## config.mk

```make
export PLATFORM = sky130hd
export DESIGN_NAME = exc_cause_select
export DESIGN_NICKNAME = d
export VERILOG_FILES = /design/src/rtl/exc_cause_pkg.sv /design/src/rtl/exc_subset_mask.sv /design/src/rtl/exc_rank_pick.sv /design/src/rtl/exc_cause_select.sv
export SDC_FILE = /design/constraint.sdc
export NUM_CORES = 1
export LEC_CHECK = 0
export BUFFER_PORTS_ARGS = -buffer_cell sky130_fd_sc_hd__buf_2
export CORE_AREA = 10 10 47 49
export DETAILED_ROUTE_END_ITERATION = 12
export DIE_AREA = 0 0 57 59
export PLACE_DENSITY = 0.79
export SLEW_MARGIN = 20
export SYNTH_ARGS = -nofsm -noshare
export SYNTH_HDL_FRONTEND = slang
export SYNTH_SLANG_ARGS = --single-unit
export TNS_END_PERCENT = 30
```

## constraint.sdc

```tcl
create_clock -name vclk -period 3
set_input_delay 0.15 -clock vclk [all_inputs]
set_output_delay 0.15 -clock vclk [all_outputs]
set_load 0.02 [all_outputs]
```

## src/rtl/exc_cause_pkg.sv

```systemverilog
package exc_cause_pkg;

  localparam int NUM_CAUSE = 24;
  localparam int CAUSE_W   = $clog2(NUM_CAUSE);
  localparam int NUM_RANK  = 19;
  localparam int NUM_FETCH = 6;

  typedef logic [CAUSE_W-1:0]   cause_t;
  typedef logic [NUM_CAUSE-1:0] cause_vec_t;

  // Ranking, strongest first; position in this list is the priority.
  localparam cause_t RANK_ORDER [NUM_RANK] = '{
    5'd3,  5'd12, 5'd20, 5'd1,  5'd2,  5'd22, 5'd0,
    5'd11, 5'd9,  5'd10, 5'd8,  5'd6,  5'd4,  5'd15,
    5'd13, 5'd23, 5'd21, 5'd7,  5'd5
  };

  // Causes that instruction fetch and decode can raise.
  localparam cause_t FETCH_SET [NUM_FETCH] = '{
    5'd0, 5'd1, 5'd2, 5'd12, 5'd20, 5'd22
  };

  function automatic cause_vec_t ranked_mask();
    cause_vec_t m = '0;
    for (int k = 0; k < NUM_RANK; k++) m[RANK_ORDER[k]] = 1'b1;
    return m;
  endfunction

  function automatic cause_vec_t fetch_mask();
    cause_vec_t m = '0;
    for (int k = 0; k < NUM_FETCH; k++) m[FETCH_SET[k]] = 1'b1;
    return m;
  endfunction

  localparam cause_vec_t FULL_KEEP  = ranked_mask();
  localparam cause_vec_t FETCH_KEEP = fetch_mask();

endpackage

```

## src/rtl/exc_subset_mask.sv

```systemverilog
module exc_subset_mask
  import exc_cause_pkg::*;
#(
  parameter int VEC_W = NUM_CAUSE
) (
  input  logic [VEC_W-1:0] raw_i,
  input  logic             fetch_only_i,
  output logic [VEC_W-1:0] masked_o
);

  logic [VEC_W-1:0] keep_bits;

  assign keep_bits = fetch_only_i ? FETCH_KEEP[VEC_W-1:0] : FULL_KEEP[VEC_W-1:0];

  for (genvar b = 0; b < VEC_W; b++) begin : g_bit
    assign masked_o[b] = raw_i[b] & keep_bits[b];
  end

  always_comb begin
    AST_NO_NEW_BITS: assert ((masked_o & ~raw_i) == '0) else $error("mask set a bit not raised");
    AST_FETCH_CONFINED: assert (!fetch_only_i || ((masked_o & ~FETCH_KEEP[VEC_W-1:0]) == '0)) else $error("fetch mode leaked a cause");
    AST_RESERVED_CLEAR: assert ((masked_o & ~FULL_KEEP[VEC_W-1:0]) == '0) else $error("reserved bit survived");
  end

endmodule

```

## src/rtl/exc_rank_pick.sv

```systemverilog
module exc_rank_pick
  import exc_cause_pkg::*;
#(
  parameter int VEC_W  = NUM_CAUSE,
  parameter int RANKS  = NUM_RANK,
  localparam int CW    = $clog2(VEC_W)
) (
  input  logic [VEC_W-1:0] vec_i,
  output logic             valid_o,
  output logic [CW-1:0]    cause_o
);

  logic [RANKS-1:0] hit_rank;
  logic [RANKS:0]   seen_above;
  logic [RANKS-1:0] win_rank;

  assign seen_above[0] = 1'b0;

  for (genvar k = 0; k < RANKS; k++) begin : g_rank
    assign hit_rank[k]     = vec_i[RANK_ORDER[k]];
    assign win_rank[k]     = hit_rank[k] & ~seen_above[k];
    assign seen_above[k+1] = seen_above[k] | hit_rank[k];
  end

  assign valid_o = seen_above[RANKS];

  always_comb begin
    cause_o = '0;
    for (int k = 0; k < RANKS; k++)
      cause_o = cause_o | ({CW{win_rank[k]}} & CW'(RANK_ORDER[k]));
  end

  always_comb begin
    AST_ONE_WINNER: assert ($onehot0(win_rank)) else $error("more than one rank won");
    AST_VALID_MATCH: assert (valid_o == (|(vec_i & FULL_KEEP[VEC_W-1:0]))) else $error("valid disagrees with input");
    AST_IDLE_ZERO: assert (valid_o || cause_o == '0) else $error("cause nonzero while idle");
    AST_WINNER_RAISED: assert (!valid_o || (int'(cause_o) < VEC_W && vec_i[cause_o])) else $error("chosen cause not raised");
  end

endmodule

```

## src/rtl/exc_cause_select.sv

```systemverilog
module exc_cause_select
  import exc_cause_pkg::*;
(
  input  logic [23:0] exc_vec_i,
  input  logic        fetch_only_i,
  output logic        exc_valid_o,
  output logic [4:0]  exc_cause_o,
  output logic [23:0] exc_masked_o
);

  cause_vec_t masked_vec;
  logic       pick_valid;
  cause_t     pick_cause;

  exc_subset_mask #(.VEC_W(NUM_CAUSE)) u_mask (
    .raw_i        (exc_vec_i),
    .fetch_only_i (fetch_only_i),
    .masked_o     (masked_vec)
  );

  exc_rank_pick #(.VEC_W(NUM_CAUSE), .RANKS(NUM_RANK)) u_pick (
    .vec_i   (masked_vec),
    .valid_o (pick_valid),
    .cause_o (pick_cause)
  );

  assign exc_masked_o = masked_vec;
  assign exc_valid_o  = pick_valid;
  assign exc_cause_o  = pick_cause;

  always_comb begin
    AST_VALID_FROM_MASKED: assert (exc_valid_o == (exc_masked_o != '0)) else $error("valid vs masked mismatch");
    AST_FETCH_WINNER: assert (!(fetch_only_i && exc_valid_o) || FETCH_KEEP[exc_cause_o]) else $error("fetch mode chose a non-fetch cause");
  end

endmodule

```

==> results.ini, run 1 <==
[setup_path]
cp.depth=7
critical-path-top-delay-family=simple AND/OR/NAND/NOR gates
cp_common_cell=buf_2
critPathCapture=exc_cause_o[1]
critPathBufInv=2
cp_slowest_cell=or4_4
crit_start=fetch_only_i
cp_data_required_time_ns=2.85
startpoint_type=primary input
crit_type=in -> out
crit_path_end_kind=output pin
path_cells=buf_2 > nor2b_1 > or4_4 > nor4_4 > o21ai_1 > o211ai_1 > buf_2
max_stage_delay_ns=0.55
arrival_ns=1.96
crit_fanout=20

[place]
place.gp.congestion=0.859
dpl_cell_area_um2=607
port_buffers=45
hpwlAfterDp_um=1500

[yosys]
ys_seq_area_share_pct=0
synth_top_cell_area_share_pct=18.7
syn_area_per_cell_um2=6.22
yosys-top-cells-count=13 x nor2b_1, 11 x buf_4, 8 x nor2_1
syn_inst=71
synth_cell_type_count=29
syn-cell-area_um2=442
yosys.area.top_type=buf_4
yosysWarnings=0
yosys-top-cells-area=buf_4 19%, nor2b_1 18%, a21oi_1 6.8%
yosysMostFrequentCell=nor2b_1

[cells_and_area]
fill_cells=168
flops_and_latches=0
area_growth_pct=37.4
insertedDiodeCount=0
design_area_um2=607
nets=133
register_area_um2=0
layout-drive-gt1-share_pct=46.2
nClkBuffers=0

[power]
leakage_nw=0.312
peakVddDrop_uv=69.0
powerDensity_nw_per_um2=164

[floorplan]
die_w_um=57
rows=14
initial_core_util_pct=31.5
fp.dieH_um=59
dieArea_um2=3360
core_um2=1400
ios=55

[global_routing]
gr-usage-all-layers_pct=9.43
antenna_found_initial=0
grt_pass1_vias=633
gr-total-overflow=0
grt_max_degree=21
grt_first_pass_wirelength_um=2760

[status]
status=finished, final reports clean

[drt]
dr.pass1.iters=4
drtAntennaViolNets=0
routedWlPerCell_um=13.7
routed_wl_um=1670
dr.first_iter.drc_count=12
avgViaCountPerCell=4.98
drc_errors=0
vias=608

[timing]
hold_violations=0
post-route-period-util_pct=70.5
setup_viol=0
rsz0062_at_grt=false
slew_violations=0
clock.fmax_mhz=473
fin_crit_ns=2.11
setup_tns_ns=0

[clocking]
cts_resized=0
post_cts_buffers=0
cts_hold_buf=0

[hold_path]
hold_path_class=in -> out

[flow_run]
drv_cap=0

==> where the power goes <==
part / internal [W] / switching [W]
Combinational: 0.0000342 / 0.0000656
Clock: 0 / 0
Sequential: 0 / 0
Total: 0.0000342 / 0.0000656
==> cells in the final DEF, fill, tap and decap left out, drive strengths merged <==
master | netlist | routed
a2111oi | 1 | 1
o211ai | 1 | 1
nand3b | 1 | 1
conb | 1 | 5
o21ai | 4 | 4
nor4 | 2 | 2
nand2b | 1 | 1
a31oi | 2 | 2
inv | 3 | 3
o31ai | 1 | 1
a21oi | 6 | 6
nor2 | 8 | 8
a211oi | 1 | 1
buf | 13 | 45
o21bai | 1 | 1
nand2 | 3 | 3
o221ai | 1 | 1
and2 | 1 | 1
or4 | 2 | 2
nand3 | 1 | 1
or3 | 1 | 1
nor3 | 2 | 2
nor2b | 13 | 13
==> final cells by class <==
| type | count | area, um^2 | area share, % |
|---|---|---|---|
| Timing Repair Buffer | 45 | 225 | 37.1 |
| Tap cell | 16 | 20.0 | 3.30 |
| Multi-Input combinational cell | 58 | 350 | 57.7 |
| Inverter | 3 | 11.3 | 1.86 |
==> logic make-up (layout without fill, tap and decap cells) <==
family / count (synthesis) / count (layout) / share of synthesized area [%]
AOI/OAI and AO/OA: 18 / 18 / 26.3
buffers and inverters: 17 / 48 / 24.1
other: 1 / 5 / 0.849
and+or+nand+nor: 35 / 35 / 48.7
==> per-stage QoR <==
stage | utilization, % | instances | hold slack [ns] | power [W] | setup slack (ns)
after floorplan | - | 75 | 0.413 | 0.0000704 | 1.18
after global placement | 43.3 | 122 | 0.568 | 0.0000983 | 0.897
after detailed placement | 43.3 | 122 | 0.566 | 0.000100 | 0.873
after CTS | 43.3 | 122 | 0.567 | 0.000101 | 0.866
after global routing | 43.3 | 122 | 0.578 | 0.000110 | 0.716
final | 43.3 | 122 | 0.567 | 0.0000997 | 0.886
==> how the worst min path moves through the flow <==
stage	start	end	slack [ns]	cells past startpoint
after global placement	exc_vec_i[2]	exc_masked_o[2]	0.57	2
after global routing	exc_vec_i[2]	exc_masked_o[2]	0.58	2
after detailed placement	exc_vec_i[22]	exc_masked_o[22]	0.57	2
after floorplan	exc_vec_i[0]	exc_masked_o[0]	0.41	1
after CTS	exc_vec_i[22]	exc_masked_o[22]	0.57	2
final	exc_vec_i[22]	exc_masked_o[22]	0.57	2
==> per-layer routing <==
metal	share of wire, %	up-vias	GRT usage (%)
met2	45	45	16.7
met4	1.3	0	1.34
li1	-	304	-
met3	12	2	3.00
met5	0	-	0
met1	42	257	11.0
(Power assumes the default switching activity.)
==> run 2: changes to the inputs <==
Settings changed: ABC_AREA from default to 1, CORE_AREA 10 10 47 49 to default, CORE_MARGIN from default to 10, CORE_UTILIZATION from default to 34, DIE_AREA 0 0 57 59 to default, PLACE_DENSITY 0.79 to 0.78.
Clock period 3 ns to 1.83 ns, I/O delays scaled along.
==> run 2 against run 1 <==
Against the previous run:
- combinational power grew 76%
- core utilization increased by 3.5 points
- design area grew 16%
- die area is 6.1% higher
- final cell count grew 20%
- first-iteration DRC count is 8.3% lower
- hold slack worse by 0.15 ns
- via count grew 6.7%
- non-clock buffer count did not move
- sequential cell count stayed put
- routed wire length down 2.6%
==> results.ini, run 2 <==
[cells_and_area]
register_area_um2=0  ; unchanged
mostFrequentLayoutCell=buf_2
nets=158  ; +19%
mostFrequentLayoutCells=44 x buf_2, 21 x inv_1, 19 x nor2_1, 11 x nand2_1, 7 x nand3_1
final_core_util_pct=46.8  ; +3.5 points
multi_input_area_um2=370  ; +5.7%
nClkBuffers=0  ; unchanged
insertedDiodeCount=0  ; unchanged
flops_and_latches=0  ; unchanged
fill_cells=176  ; +4.8%
area_growth_pct=31.5
layout-drive-gt1-share_pct=42.7  ; -3.5 points

[drt]
dr.first_iter.drc_count=11  ; -1
drtAntennaViolNets=0  ; unchanged
vias=649  ; +6.7%
avgViaCountPerCell=4.41  ; -11%
routed_wl_um=1630  ; -2.6%
routedWlPerCell_um=11.1  ; -19%
dr.pass1.iters=4  ; unchanged
drc_errors=0  ; unchanged

[place]
port_buffers=45  ; unchanged
place.gp.congestion=0.824  ; -4.2%
hpwlAfterDp_um=1550  ; +3.5%

[global_routing]
grt_max_degree=11  ; -48%
antenna_found_initial=0  ; unchanged
grt_first_pass_wirelength_um=2660  ; -3.8%
gr-usage-all-layers_pct=8.58  ; -0.86 points
grt_pass1_vias=624  ; -1.4%
gr-total-overflow=0  ; unchanged

[setup_path]
crit_type=in -> out
startpoint_type=primary input
crit_fanout=10  ; -50%
crit_path_end_kind=output pin
critPathBufInv=3  ; +1
arrival_ns=1.50  ; -0.46 ns
path_cells=clkbuf_4 > inv_6 > nand2_8 > nand4_4 > nor2_4 > nand4_4 > nor2_4 > nand3_4 > nor2_1 > nor2_1 > nand3_1 > buf_2
cp_data_required_time_ns=1.74  ; -1.11 ns
critical-path-top-delay-family=simple AND/OR/NAND/NOR gates
crit_start=fetch_only_i
cp_slowest_cell=clkbuf_4
max_stage_delay_ns=0.19  ; -0.36 ns

[floorplan]
core_um2=1510  ; +7.5%
initial_core_util_pct=35.6  ; +4.1 points
dieArea_um2=3570  ; +6.1%
die_w_um=59.7  ; +4.8%
ios=55  ; unchanged
rows=14  ; unchanged
fp.dieH_um=59.7  ; +1.2%

[power]
powerDensity_nw_per_um2=249  ; +51%
leakage_nw=0.447  ; +43%
peakVddDrop_uv=86.0  ; +25%

[hold_path]
hold_path_class=in -> out
hold_start=exc_vec_i[0]

[yosys]
ys_seq_area_share_pct=0  ; unchanged
synth_top_cell_area_share_pct=15.4  ; -3.3 points
yosysWarnings=0  ; unchanged
yosys-top-cells-area=buf_4 15%, inv_1 15%, nor2_1 13%
syn_area_per_cell_um2=5.71  ; -8.2%
synth_top_family_by_area=simple AND/OR/NAND/NOR gates
synthSimpleGateAreaFrac_pct=60.1  ; +11 points
yosys.area_share.xor_xnor_pct=0  ; unchanged
syn-cell-area_um2=537  ; +22%
yosys.area.top_type=buf_4
yosysMostFrequentCell=inv_1
synth_cell_type_count=20  ; -31%
synthMuxAreaShare_pct=0  ; unchanged
synthAdderAreaFrac_pct=0  ; unchanged
yosys-top-cells-count=21 x inv_1, 19 x nor2_1, 11 x buf_4, 11 x nand2_1, 7 x nand3_1
synth_compound_area_share_pct=5.36  ; -21 points
syn_inst=94  ; +32%

[timing]
setup_tns_ns=0  ; unchanged
post-route-period-util_pct=87.0
clock.fmax_mhz=628
fin_crit_ns=1.59
setup_viol=0  ; unchanged
slew_violations=0  ; unchanged
rsz0062_at_grt=false
hold_violations=0  ; unchanged

[flow_run]
drv_cap=0  ; unchanged

[clocking]
post_cts_buffers=0  ; unchanged

[status]
status=finished, final reports clean

run 2: changes by cell type in the layout (fill, tap and decap cells not counted), sizes merged, moves of 2 or more:
cell,delta
inv,+19
a21oi,-4
nand2,+10
nor2b,-13
nor3,+2
o21ai,-2
nor4,-2
or4,-2
a31oi,-2
nand4,+5
nor2,+15
nand3,+8
run 2: layout make-up:
type / count / share of cell area (%)
inverters: 22 / 12.4
multi-input cells: 64 / 52.5
well taps: 16 / 2.84
repair buffers: 45 / 32.3
run 2: repair_timing:
| action | in CTS | in global routing |
|---|---|---|
| gates resized for setup | 0 | 1 |
| hold endpoints to repair | 0 | 0 |
| setup endpoints to repair | 0 | 1 |
| hold buffers | 0 | 0 |
run 2: routing by layer:
layer	share of wire, %	global-route usage [%]
met1	40	9.88
met2	52	16.6
met3	8.8	1.48
met4	0	0
met5	0	0
run 2: final timing paths:
kind | to | slack (ns) | cells after the start
setup / recovery | exc_cause_o[2] | 0.24 | 12
hold / removal | exc_masked_o[0] | 0.42 | 2
run 2: kinds of logic (layout without fill, tap and decap cells):
family,count (synthesis),after routing
AND/OR/NAND/NOR,54,54
other,1,5
buffers and inverters,34,67
AO/OA/AOI/OAI,5,5
run 2: power by group:
group / leakage, nW / total, W / internal [W] / switching (W)
registers: 0 / 0 / 0 / 0
clock network: 0 / 0 / 0 / 0
logic: 0.447 / 0.000175 / 0.0000566 / 0.000119
run 2: through the flow:
stage	power (W)	hold slack (ns)	area, um^2	setup WS (ns)	std cells
after floorplan	0.000134	0.296	552	0.302	98
after global placement	0.000175	0.420	703	0.223	147
after detailed placement	0.000177	0.422	703	0.181	147
after CTS	0.000178	0.422	703	0.177	147
after global routing	0.000195	0.429	706	0.0263	147
final	0.000175	0.418	706	0.237	147
==> run 3: changes to the inputs <==
Settings changed: CAP_MARGIN from default to 20, CELL_PAD_IN_SITES_DETAIL_PLACEMENT from default to 1, CELL_PAD_IN_SITES_GLOBAL_PLACEMENT from default to 2, CORE_MARGIN 10 to 2, CORE_UTILIZATION 34 to 14, PLACE_DENSITY 0.78 to 0.77.
==> run 3 against run 2 <==
Against the previous run:
- power rose by 1.7%
- critical path depth did not move
- sequential share of layout area is the same
- via count increased by 4.5%
- sequential cell count did not move
- die area grew 22%
- first-iteration DRC count shrank 27%
- design area up 5.7%
- non-clock buffer count unchanged
- worst setup slack got worse by 0.026 ns
- largest cell class unchanged
==> results.ini, run 3 (same netlist as run 2, synthesis figures left out) <==
[status]
status=finished, final reports clean

[clocking]
post_cts_buffers=0  ; unchanged

[timing]
post-route-period-util_pct=88.4  ; +1.4 points
hold_violations=0  ; unchanged
fin_crit_ns=1.62  ; +0.0259 ns
setup_tns_ns=0  ; unchanged
rsz0062_at_grt=false
slew_violations=0  ; unchanged
whs_ns=0.418  ; -0.000347 ns
clock.fmax_mhz=618  ; -1.6%
setup_viol=0  ; unchanged
finalWorstSetupSlack_ns=0.211  ; -0.0259 ns

[drt]
drc_errors=0  ; unchanged
dr.first_iter.drc_count=8  ; -3
avgViaCountPerCell=3.79  ; -14%
drtAntennaViolNets=0  ; unchanged
vias=678  ; +4.5%
routedWlPerCell_um=10.1  ; -9.4%
routed_wl_um=1800  ; +10%
dr.pass1.iters=4  ; unchanged

[floorplan]
fp.dieH_um=65.9  ; +10%
core_um2=3660  ; +140%
ios=55  ; unchanged
dieArea_um2=4350  ; +22%
rows=22  ; +8
initial_core_util_pct=14.7  ; -21 points
die_w_um=65.9  ; +10%

[place]
place.gp.congestion=0.761  ; -7.6%
dp_slack_ns=0.131  ; -0.0493 ns
port_buffers=45  ; unchanged
hpwlAfterDp_um=1680  ; +8.7%

[setup_path]
cp_data_required_time_ns=1.74  ; about the same
cp_slowest_cell=clkbuf_4
crit_path_end_kind=output pin
crit_type=in -> out
path_cells=clkbuf_4 > inv_6 > nand2_8 > nand4_4 > nor2_4 > nand4_4 > nor2_4 > nand3_4 > nor2_4 > nand3_2 > nand3_1 > buf_2
crit_fanout=10  ; unchanged
max_stage_delay_ns=0.19  ; about the same
cp_common_cell=nor2_4
startpoint_type=primary input
arrival_ns=1.53  ; +0.03 ns

[cells_and_area]
insertedDiodeCount=0  ; unchanged
nets=158  ; unchanged
nClkBuffers=0  ; unchanged
final_core_util_pct=20.4  ; -26 points
flops_and_latches=0  ; unchanged
layout-drive-gt1-share_pct=42.7  ; unchanged
multi_input_area_um2=370  ; unchanged
fill_cells=489  ; +180%
register_area_um2=0  ; unchanged
area_growth_pct=38.9
mostFrequentLayoutCell=buf_2
mostFrequentLayoutCells=44 x buf_2, 21 x inv_1, 19 x nor2_1, 11 x nand2_1, 7 x nand3_1

[global_routing]
grt_max_degree=11  ; unchanged
grt_pass1_vias=674  ; +8.0%
gr-total-overflow=0  ; unchanged
antenna_found_initial=0  ; unchanged
grt_first_pass_wirelength_um=2950  ; +11%
gr-usage-all-layers_pct=8.16  ; -0.42 points

[flow_run]
drv_cap=0  ; unchanged

[hold_path]
hold_path_class=in -> out

[power]
peakVddDrop_uv=48.1  ; -44%
powerDensity_nw_per_um2=239  ; -3.8%
leakage_nw=0.447  ; unchanged

-- run 3: critical path: cells and delay by family --
family	cells	cell delay, ns
AND/OR/NAND/NOR	9	1.01
buffers and inverters	3	0.42
-- run 3: final cells by class --
| type | count | share of cell area [%] |
|---|---|---|
| inverter | 22 | 11.7 |
| timing repair buffer | 45 | 30.5 |
| multi-input combinational | 64 | 49.7 |
| tap | 48 | 8.05 |
-- run 3: final timing paths --
| check | from | endpoint | slack, ns | depth (start not counted) |
|---|---|---|---|---|
| setup / recovery | fetch_only_i | exc_cause_o[0] | 0.21 | 12 |
| hold / removal | exc_vec_i[0] | exc_masked_o[0] | 0.42 | 2 |
-- run 3: power breakdown --
group          internal (W)  total [W]  switching, W
Combinational     0.0000566   0.000178      0.000122
Sequential                0          0             0
Clock                     0          0             0
-- run 3: metal layers --
layer  GRT usage, %  wire length, um
met5              0                0
met4              0                0
met3          0.852              167
met2           15.8              879
met1           10.2              752
-- run 3: per-stage QoR --
stage / power, W / area (um^2) / instances
2_1_floorplan: 0.000134 / 552 / 98
3_5_place_dp: 0.000182 / 743 / 179
6_report: 0.000178 / 746 / 179
4_1_cts: 0.000182 / 743 / 179
5_1_grt: 0.000198 / 746 / 179
3_3_place_gp: 0.000177 / 743 / 179
-- run 3: timing repair --
item,4_1_cts,5_1_grt
resized for setup,0,1
hold buffers,0,0
setup endpoints to repair,0,1
hold endpoints to repair,0,0
